### config.mk
export PLATFORM = sky130hd
export DESIGN_NAME = mmu_fault_trap
export DESIGN_NICKNAME = d
export VERILOG_FILES = /design/src/rtl/mft_pkg.sv /design/src/rtl/mft_cfg_regs.sv /design/src/rtl/mft_capture.sv /design/src/rtl/mft_readback.sv /design/src/rtl/mmu_fault_trap.sv
export SDC_FILE = /design/constraint.sdc
export NUM_CORES = 1
export LEC_CHECK = 0
export BUFFER_PORTS_ARGS = -buffer_cell sky130_fd_sc_hd__buf_2
export CAP_MARGIN = 5
export CORE_ASPECT_RATIO = 1.1
export CORE_MARGIN = 5
export CORE_UTILIZATION = 45
export DETAILED_ROUTE_END_ITERATION = 8
export PLACE_DENSITY = 0.79
export SETUP_SLACK_MARGIN = 0.1
export SYNTH_ARGS = -nofsm -noshare
export SYNTH_HDL_FRONTEND = slang
export SYNTH_SLANG_ARGS = --single-unit
### constraint.sdc
create_clock -name clk -period 2.2 [get_ports clk]
set_clock_uncertainty 0.15 [all_clocks]
set_input_delay 0.33 -clock clk [delete_from_list [all_inputs] [get_ports clk]]
set_output_delay 0.33 -clock clk [all_outputs]
set_load 0.1 [all_outputs]
### src/rtl/mft_pkg.sv
package mft_pkg;
  localparam logic [11:0] OFS_REDIR  = 12'h114;
  localparam logic [11:0] OFS_SECCTL = 12'h120;
  localparam logic [11:0] OFS_IRQEN  = 12'h124;
  localparam logic [11:0] OFS_STATUS = 12'h134;
  localparam logic [11:0] OFS_FVA    = 12'h13C;
  localparam logic [11:0] OFS_FPA    = 12'h140;
  localparam logic [11:0] OFS_RQID   = 12'h150;

  localparam logic [31:0] SEC_KEEP_MASK = 32'h0000_006F;
  localparam int          SEC_CLR_BIT   = 12;
  localparam int          ID_PORT_LSB   = 2;
endpackage

### src/rtl/mft_cfg_regs.sv
module mft_cfg_regs
  import mft_pkg::*;
#(
  parameter int ADDR_W      = 12,
  parameter int NUM_CAUSE   = 7,
  parameter int ALIGN_BYTES = 128
) (
  input  logic                 clk,
  input  logic                 rst_n,
  input  logic                 wr,
  input  logic [ADDR_W-1:0]    addr,
  input  logic [31:0]          wdata,
  output logic [31:0]          redir_q,
  output logic [31:0]          sec_q,
  output logic [NUM_CAUSE-1:0] en_q,
  output logic                 clr_pulse
);
  localparam int          ZLSB       = $clog2(ALIGN_BYTES) - 1;
  localparam logic [31:0] REDIR_KEEP = ~((32'd1 << ZLSB) - 32'd1);

  logic hit_redir, hit_sec, hit_en;

  assign hit_redir = wr && (addr == ADDR_W'(OFS_REDIR));
  assign hit_sec   = wr && (addr == ADDR_W'(OFS_SECCTL));
  assign hit_en    = wr && (addr == ADDR_W'(OFS_IRQEN));
  assign clr_pulse = hit_sec && wdata[SEC_CLR_BIT];

  always_ff @(posedge clk or negedge rst_n) begin
    if (!rst_n) begin
      redir_q <= '0;
      sec_q   <= '0;
      en_q    <= '0;
    end else begin
      if (hit_redir) redir_q <= wdata & REDIR_KEEP;
      if (hit_sec)   sec_q   <= wdata & SEC_KEEP_MASK;
      if (hit_en)    en_q    <= wdata[NUM_CAUSE-1:0];
    end
  end

  a_r3_redir_aligned: assert property (@(posedge clk) disable iff (!rst_n)
    hit_redir |=> (redir_q[ZLSB-1:0] == '0));
endmodule

### src/rtl/mft_capture.sv
module mft_capture
  import mft_pkg::*;
#(
  parameter int NUM_CAUSE = 7,
  parameter int CAUSE_W   = 3,
  parameter int GRP_W     = 3,
  parameter int PORT_W    = 5,
  parameter int PAGE_LSB  = 12
) (
  input  logic                 clk,
  input  logic                 rst_n,
  input  logic                 ev_take,
  input  logic [CAUSE_W-1:0]   ev_cause,
  input  logic [31:0]          ev_va,
  input  logic                 ev_write,
  input  logic                 ev_layer,
  input  logic [31:0]          ev_pa,
  input  logic [GRP_W-1:0]     ev_grp,
  input  logic [PORT_W-1:0]    ev_port,
  input  logic                 clr,
  output logic [NUM_CAUSE-1:0] status_q,
  output logic [31:0]          va_word_q,
  output logic [31:0]          pa_q,
  output logic [31:0]          id_word_q
);
  localparam logic [31:0] PG_MASK = ~((32'd1 << PAGE_LSB) - 32'd1);
  localparam int          GRP_LSB = ID_PORT_LSB + PORT_W;

  logic [NUM_CAUSE-1:0] hit;
  logic                 held;
  logic                 first;

  generate
    for (genvar i = 0; i < NUM_CAUSE; i++) begin : g_cause
      assign hit[i] = ev_take && (ev_cause == CAUSE_W'(i));
      always_ff @(posedge clk or negedge rst_n) begin
        if (!rst_n)      status_q[i] <= 1'b0;
        else if (clr)    status_q[i] <= hit[i];
        else if (hit[i]) status_q[i] <= 1'b1;
      end
    end
  endgenerate

  assign held  = (|status_q) && !clr;
  assign first = (|hit) && !held;

  always_ff @(posedge clk or negedge rst_n) begin
    if (!rst_n) begin
      va_word_q <= '0;
      pa_q      <= '0;
      id_word_q <= '0;
    end else if (first) begin
      va_word_q <= (ev_va & PG_MASK) | {30'd0, ev_write, ev_layer};
      pa_q      <= ev_pa;
      id_word_q <= (32'(ev_grp) << GRP_LSB) | (32'(ev_port) << ID_PORT_LSB);
    end
  end

  a_r6_accept_sets: assert property (@(posedge clk) disable iff (!rst_n)
    (ev_take && (ev_cause < CAUSE_W'(NUM_CAUSE))) |=> (|status_q));
  a_r8_frozen: assert property (@(posedge clk) disable iff (!rst_n)
    ((|status_q) && !clr) |=> ($stable(va_word_q) && $stable(pa_q) && $stable(id_word_q)));
  a_r8_status_grows: assert property (@(posedge clk) disable iff (!rst_n)
    !clr |=> ((status_q & $past(status_q)) == $past(status_q)));
  a_r4_clear_empties: assert property (@(posedge clk) disable iff (!rst_n)
    (clr && !ev_take) |=> (status_q == '0));
endmodule

### src/rtl/mft_readback.sv
module mft_readback
  import mft_pkg::*;
#(
  parameter int ADDR_W    = 12,
  parameter int NUM_CAUSE = 7
) (
  input  logic [ADDR_W-1:0]    addr,
  input  logic [31:0]          redir_q,
  input  logic [31:0]          sec_q,
  input  logic [NUM_CAUSE-1:0] en_q,
  input  logic [NUM_CAUSE-1:0] status_q,
  input  logic [31:0]          va_word_q,
  input  logic [31:0]          pa_q,
  input  logic [31:0]          id_word_q,
  output logic [31:0]          rdata
);
  always_comb begin
    rdata = '0;
    if      (addr == ADDR_W'(OFS_REDIR))  rdata = redir_q;
    else if (addr == ADDR_W'(OFS_SECCTL)) rdata = sec_q;
    else if (addr == ADDR_W'(OFS_IRQEN))  rdata = 32'(en_q);
    else if (addr == ADDR_W'(OFS_STATUS)) rdata = 32'(status_q);
    else if (addr == ADDR_W'(OFS_FVA))    rdata = va_word_q;
    else if (addr == ADDR_W'(OFS_FPA))    rdata = pa_q;
    else if (addr == ADDR_W'(OFS_RQID))   rdata = id_word_q;
  end
endmodule

### src/rtl/mmu_fault_trap.sv
module mmu_fault_trap #(
  parameter int ADDR_W      = 12,
  parameter int NUM_CAUSE   = 7,
  parameter int CAUSE_W     = $clog2(NUM_CAUSE + 1),
  parameter int GRP_W       = 3,
  parameter int PORT_W      = 5,
  parameter int PAGE_LSB    = 12,
  parameter int ALIGN_BYTES = 128
) (
  input  logic               clk,
  input  logic               rst_n,
  input  logic               flt_valid,
  output logic               flt_ready,
  input  logic [CAUSE_W-1:0] flt_cause,
  input  logic [31:0]        flt_va,
  input  logic               flt_write,
  input  logic               flt_layer,
  input  logic [31:0]        flt_pa,
  input  logic [GRP_W-1:0]   flt_grp,
  input  logic [PORT_W-1:0]  flt_port,
  input  logic               reg_wr,
  input  logic [ADDR_W-1:0]  reg_addr,
  input  logic [31:0]        reg_wdata,
  output logic [31:0]        reg_rdata,
  output logic               irq,
  output logic [32:0]        redir_addr
);
  logic [31:0]          redir_q, sec_q, va_word_q, pa_q, id_word_q;
  logic [NUM_CAUSE-1:0] en_q, status_q;
  logic                 clr_pulse;
  logic                 take;

  assign flt_ready = 1'b1;
  assign take      = flt_valid && flt_ready;

  mft_cfg_regs #(
    .ADDR_W(ADDR_W), .NUM_CAUSE(NUM_CAUSE), .ALIGN_BYTES(ALIGN_BYTES)
  ) u_cfg (
    .clk(clk), .rst_n(rst_n), .wr(reg_wr), .addr(reg_addr), .wdata(reg_wdata),
    .redir_q(redir_q), .sec_q(sec_q), .en_q(en_q), .clr_pulse(clr_pulse)
  );

  mft_capture #(
    .NUM_CAUSE(NUM_CAUSE), .CAUSE_W(CAUSE_W), .GRP_W(GRP_W),
    .PORT_W(PORT_W), .PAGE_LSB(PAGE_LSB)
  ) u_cap (
    .clk(clk), .rst_n(rst_n), .ev_take(take), .ev_cause(flt_cause),
    .ev_va(flt_va), .ev_write(flt_write), .ev_layer(flt_layer), .ev_pa(flt_pa),
    .ev_grp(flt_grp), .ev_port(flt_port), .clr(clr_pulse),
    .status_q(status_q), .va_word_q(va_word_q), .pa_q(pa_q), .id_word_q(id_word_q)
  );

  mft_readback #(
    .ADDR_W(ADDR_W), .NUM_CAUSE(NUM_CAUSE)
  ) u_rd (
    .addr(reg_addr), .redir_q(redir_q), .sec_q(sec_q), .en_q(en_q),
    .status_q(status_q), .va_word_q(va_word_q), .pa_q(pa_q),
    .id_word_q(id_word_q), .rdata(reg_rdata)
  );

  assign irq        = |(status_q & en_q);
  assign redir_addr = {redir_q[31], redir_q[30:0], 1'b0};

  a_r9_masked_quiet: assert property (@(posedge clk) disable iff (!rst_n)
    (en_q == '0) |-> !irq);
  a_r9_empty_quiet: assert property (@(posedge clk) disable iff (!rst_n)
    (status_q == '0) |-> !irq);
endmodule

Word level (Yosys, flattened, before mapping)
Cells that the tools add are included.
- flip-flop bits (word level): 142
- bits in latches: 0
- bits in writable memories: 0
- bits in read-only memories: 0
- input port bits: 125
- output and inout bits: 67
- memories: 0
- add/subtract/negate cells: 0
- $mul: 0
- divide/modulo/power cells: 0
- magnitude comparators: 0
- equal/unequal tests: 13
- shift operators: 0
- muxes and demuxes: 21
- bitwise operators: 3
- reduce and logical (&&, ||, !) cells: 26
- operators with widths (kind ; count):
    32-bit 2-to-1 mux ; 7
    12-bit by 9-bit equality test with 1-bit output (second input constant) ; 7
    32-bit by 2-bit bitwise OR with 32-bit output ; 1
    7-bit OR reduction ; 3
    1-bit 2-to-1 mux ; 14
    2-bit nonzero test ; 7
    1-bit logical AND ; 13
    10-bit by 7-bit bitwise OR with 10-bit output ; 1
    3-bit equality test (second input constant) ; 3
    7-bit AND ; 1
    3-bit by 2-bit equality test with 1-bit output (second input constant) ; 2
    3-bit by 1-bit equality test with 1-bit output (second input constant) ; 1
    3-bit logical NOT ; 1
    1-bit logical NOT ; 2

Logic depth before layout (Yosys ltp)
- depth in word-level cells: 8
- mapped depth: 8
- depth with buffers taken out: 4

Cells and area by module
A second synthesis with hierarchy kept.
- cells, all modules: 568
- area, all modules: 6404.9 sq um
- modules (own cells, without submodules) (module ; times used ; cells an instance ; area an instance (sq um) ; seq. area each (sq um)):
    mft_capture ; 1 ; 197 ; 2935.3 ; 1726.7
    mft_cfg_regs ; 1 ; 124 ; 1854.3 ; 975.9
    mft_readback ; 1 ; 239 ; 1562.7 ; 0.0
    mmu_fault_trap ; 1 ; 8 ; 52.6 ; 0.0

Least setup slack after synthesis
Ideal clock, no wire load.
- kind: input to output
- start point: input reg_addr[4]
- end point: output reg_rdata[0]
- arrival time: 6.013 ns
- slack: -4.293 ns
- cell stages on the path: 6
- buffers on the path: 2
- cell sequence: clkbuf_1 -> and3b_1 -> and4_1 -> buf_2 -> or2_2 -> a2111oi_0
- word-level cells in the longest chain between the ends: 8
- elaborated cells between the ends (all ways): 14
- RTL lines (what ; line ; source):
    from (decl) ; mmu_fault_trap.sv:22 ; input logic [ADDR_W-1:0] reg_addr,
    12-bit by 9-bit equality test with 1-bit output ; mft_readback.sv:25 ; else if (addr == ADDR_W'(OFS_RQID)) rdata = id_word_q;
    32-bit 2-to-1 mux ; mft_readback.sv:25 ;
    32-bit 2-to-1 mux ; mft_readback.sv:24 ; else if (addr == ADDR_W'(OFS_FPA)) rdata = pa_q;
    32-bit 2-to-1 mux ; mft_readback.sv:23 ; else if (addr == ADDR_W'(OFS_FVA)) rdata = va_word_q;
    32-bit 2-to-1 mux ; mft_readback.sv:22 ; else if (addr == ADDR_W'(OFS_STATUS)) rdata = 32'(status_q);
    32-bit 2-to-1 mux ; mft_readback.sv:21 ; else if (addr == ADDR_W'(OFS_IRQEN)) rdata = 32'(en_q);
    32-bit 2-to-1 mux ; mft_readback.sv:20 ; else if (addr == ADDR_W'(OFS_SECCTL)) rdata = sec_q;
    32-bit 2-to-1 mux * ; mft_readback.sv:19 ; if (addr == ADDR_W'(OFS_REDIR)) rdata = redir_q;
    to (decl) ; mmu_fault_trap.sv:24 ; output logic [31:0] reg_rdata,
Every way passes the cells marked *; elsewhere a longest branch is shown, timed or not.

Final worst setup path
- start point: input reg_addr[10]
- end point: output reg_rdata[4]
Same word-level chain as after synthesis.

==> flow_summary.ini <==
[run_status]
status = finished, violations left
violations = negative setup slack

[sta]
setup_violations = 94
post-route-period-util = 1.18
layout_setup_ws_ns = -0.388
hold_viol = 0
timing.final.crit_period_ns = 2.59
holdWs_ns = 0.0438
drv_slew = 0
rsz0062_at_grt = true
fmax_ghz = 0.386
fin_setup_tns_ns = -18.83

[pwr]
p_int_uw = 3690
leakage_uw = 0.00421
p_per_area_mw_per_mm2 = 582
swShare = 0.259
p_clk_frac = 0.334
share_seq_of_total_power = 0.496
switchingPower_uw = 1290
irDropWorstVdd_v = 0.000497
totalPowerFinal_uw = 4990
p_comb_frac = 0.170

[drt]
drc_errors = 0
first_iter_violations = 337
routed_wl_um = 18100
via_count = 4574
avgViaCountPerCell = 5.58
ant_nets = 0
wl_per_cell_um = 22.1
dr.pass1.iters = 7

[clock_tree]
clock-sinks = 108
cts_buffers = 9
clock_latency_ns = 0.35
cts_tree = built
clk_pin_slew_worst_paths_ns = 0.08
ctsRootBufferMaster = clkbuf_16
clk_path_buf_depth = 2
htreeDepth = 3

[finish]
area_delta_synth_final_pct = 64.8
multi_input_area_mm2 = 0.00280
finalInstanceArea_mm2 = 0.00857
layout-drive-gt1-share = 0.674
nFillCells = 720
regArea_mm2 = 0.00270
final_cells = 819
fin_nets = 788

[worst_setup_path]
crit_slowest_cell = or4_1
worst_setup_path_start_kind = input port
r2r_cells = 7
critical_path_depth = 6
crit_type = in -> out
cpPeakStageDelay_ns = 0.59
worst-endpoint-required_ns = 1.72
crit_family = simple AND/OR/NAND/NOR gates
arrival_ns = 2.11
path_max_fanout = 4
cp_common_cell = buf_6
end_kind = output pin
crit_buf_inv = 3
cp_cell_sequence = buf_6 > buf_6 > or4b_4 > or4_1 > a21oi_4 > buf_12

[placed_design]
placed_area_mm2 = 0.00752
hpwl_um = 12600
numPortBuffers = 171
place_congestion = 0.886
placedCellCount = 769

[grt]
grtUsageTotal = 0.254
grt_max_degree = 37
grt_pass1_vias = 4924
grt_overflow = 0
grt_pass1_wl_um = 26800
antenna_found_initial = 2

[yosys]
syn-instance-count = 410
yosysTopAreaCell = dfrtp_1
synth_edf_count = 0
syn_area_per_cell_um2 = 12.7
synth_ff_type = dfrtp_1
ys_warn_count = 0
async_reset_ff_frac = 1.00
syn_area_mm2 = 0.00520
synth.ff_latch_count = 108
ys_types = 52
ys_seq_area_frac = 0.520
synth_area_leaders = dfrtp_1 52%, mux2_1 13%, mux2_2 9.5%, a222oi_1 4.6%, inv_1 1.8%
yosys-top-cells-count = 108 x dfrtp_1, 60 x mux2_1, 44 x mux2_2
yosysMostFrequentCell = dfrtp_1
synth_top_area_share = 0.520

[die]
core_area_mm2 = 0.0114
start_util = 0.457
rows = 41
ios = 192
die-area_mm2 = 0.0138
die_h_um = 123
die_x_um = 112

[min_path]
min_path_cells = 2
hold_class = in -> reg

[job]
cap_violations = 0
## metal layers
metal / GRT usage / wire [um] / vias to the layer above / part of all wire
met1: 0.312 / 7040 / 2282 / 0.39
met3: 0.0641 / 1420 / 31 / 0.078
li1: - / - / 2029 / -
met5: 0 / 28 / - / 0.0015
met4: 0.102 / 405 / 4 / 0.022
met2: 0.431 / 9190 / 228 / 0.51
## what timing repair did
action | 4_1_cts | 5_1_grt
setup buffers | 13 | 11
setup endpoints to repair | 112 | 112
pin swaps | 11 | 21
gates cloned | 6 | 5
endpoints found under the hold margin | 23 | 0
hold buffers | 1 | 0
gates resized for setup | 33 | 44
## state kept, by name, summed over array words and instances (netlist names)
name	cells
u_cfg.en_q	7
u_cfg.sec_q	6
u_cap.pa_q	32
u_cfg.redir_q	26
u_cap.id_word_q	8
u_cap.status_q	7
u_cap.va_word_q	22
## through the flow
stage | worst slack, ns | util
floorplan | -0.638 | -
global placement | -0.446 | 0.660
detailed placement | -0.469 | 0.660
CTS | -0.389 | 0.720
global route | -0.457 | 0.752
finish | -0.388 | 0.752
## layout by cell type (no fill, tap or decap), drive strengths merged, types with 3 or more instances in the layout
cell / instances
a21o: 3
dfrtp: 108
o21ai: 7
buf: 263
nand2b: 5
or4b: 4
a222oi: 24
a32oi: 4
inv: 27
a221oi: 3
nand3: 7
mux2: 104
nor3: 4
a31oi: 3
conb: 8
nand2: 18
nor2: 10
or4: 4
clkbuf: 15
nor4: 6
nor2b: 3
a22o: 3
## layout make-up
| cell class | count | share of cell area |
|---|---|---|
| Multi-Input combinational cell | 251 | 0.327 |
| Sequential cell | 108 | 0.316 |
| Timing Repair Buffer | 268 | 0.289 |
| Clock buffer | 11 | 0.0283 |
| Tap cell | 150 | 0.0219 |
| Inverter | 25 | 0.0110 |
| Clock inverter | 5 | 0.00672 |
| Antenna cell | 1 | 0.000292 |
## final timing paths
kind / startpoint / end / slack (ns)
max: reg_addr[10] / reg_rdata[4] / -0.39
min: flt_pa[22] / u_cap.pa_q[22] / 0.04
max reg2reg: u_cap.status_q[0] / u_cap.va_word_q[12] / -0.21
min reg2reg: u_cfg.sec_q[6] / u_cfg.sec_q[6] / 0.37
max in group asynchronous: rst_n / u_cap.va_word_q[13] / 0.94
min in group asynchronous: rst_n / u_cfg.redir_q[19] / 0.29
## logic make-up (layout without fill, tap and decap cells)
kind of cell	Yosys count	count (layout)	share of synthesized area
and+or+nand+nor	78	78	0.0948
muxes	106	106	0.229
DFF	108	108	0.520
AOI/OAI and AO/OA	59	59	0.0960
buffers and inverters	57	309	0.0590
other	2	9	0.00144
## power groups by stage
stage / sequential [uW] / combinational (uW) / clock [uW]
global route: 2500 / 904 / 1770
global placement: 2460 / 773 / 0
finish: 2470 / 850 / 1670
CTS: 2460 / 827 / 1690
floorplan: 2420 / 532 / 0
detailed placement: 2480 / 810 / 0
Note: power is estimated with default switching activity, not from simulation.
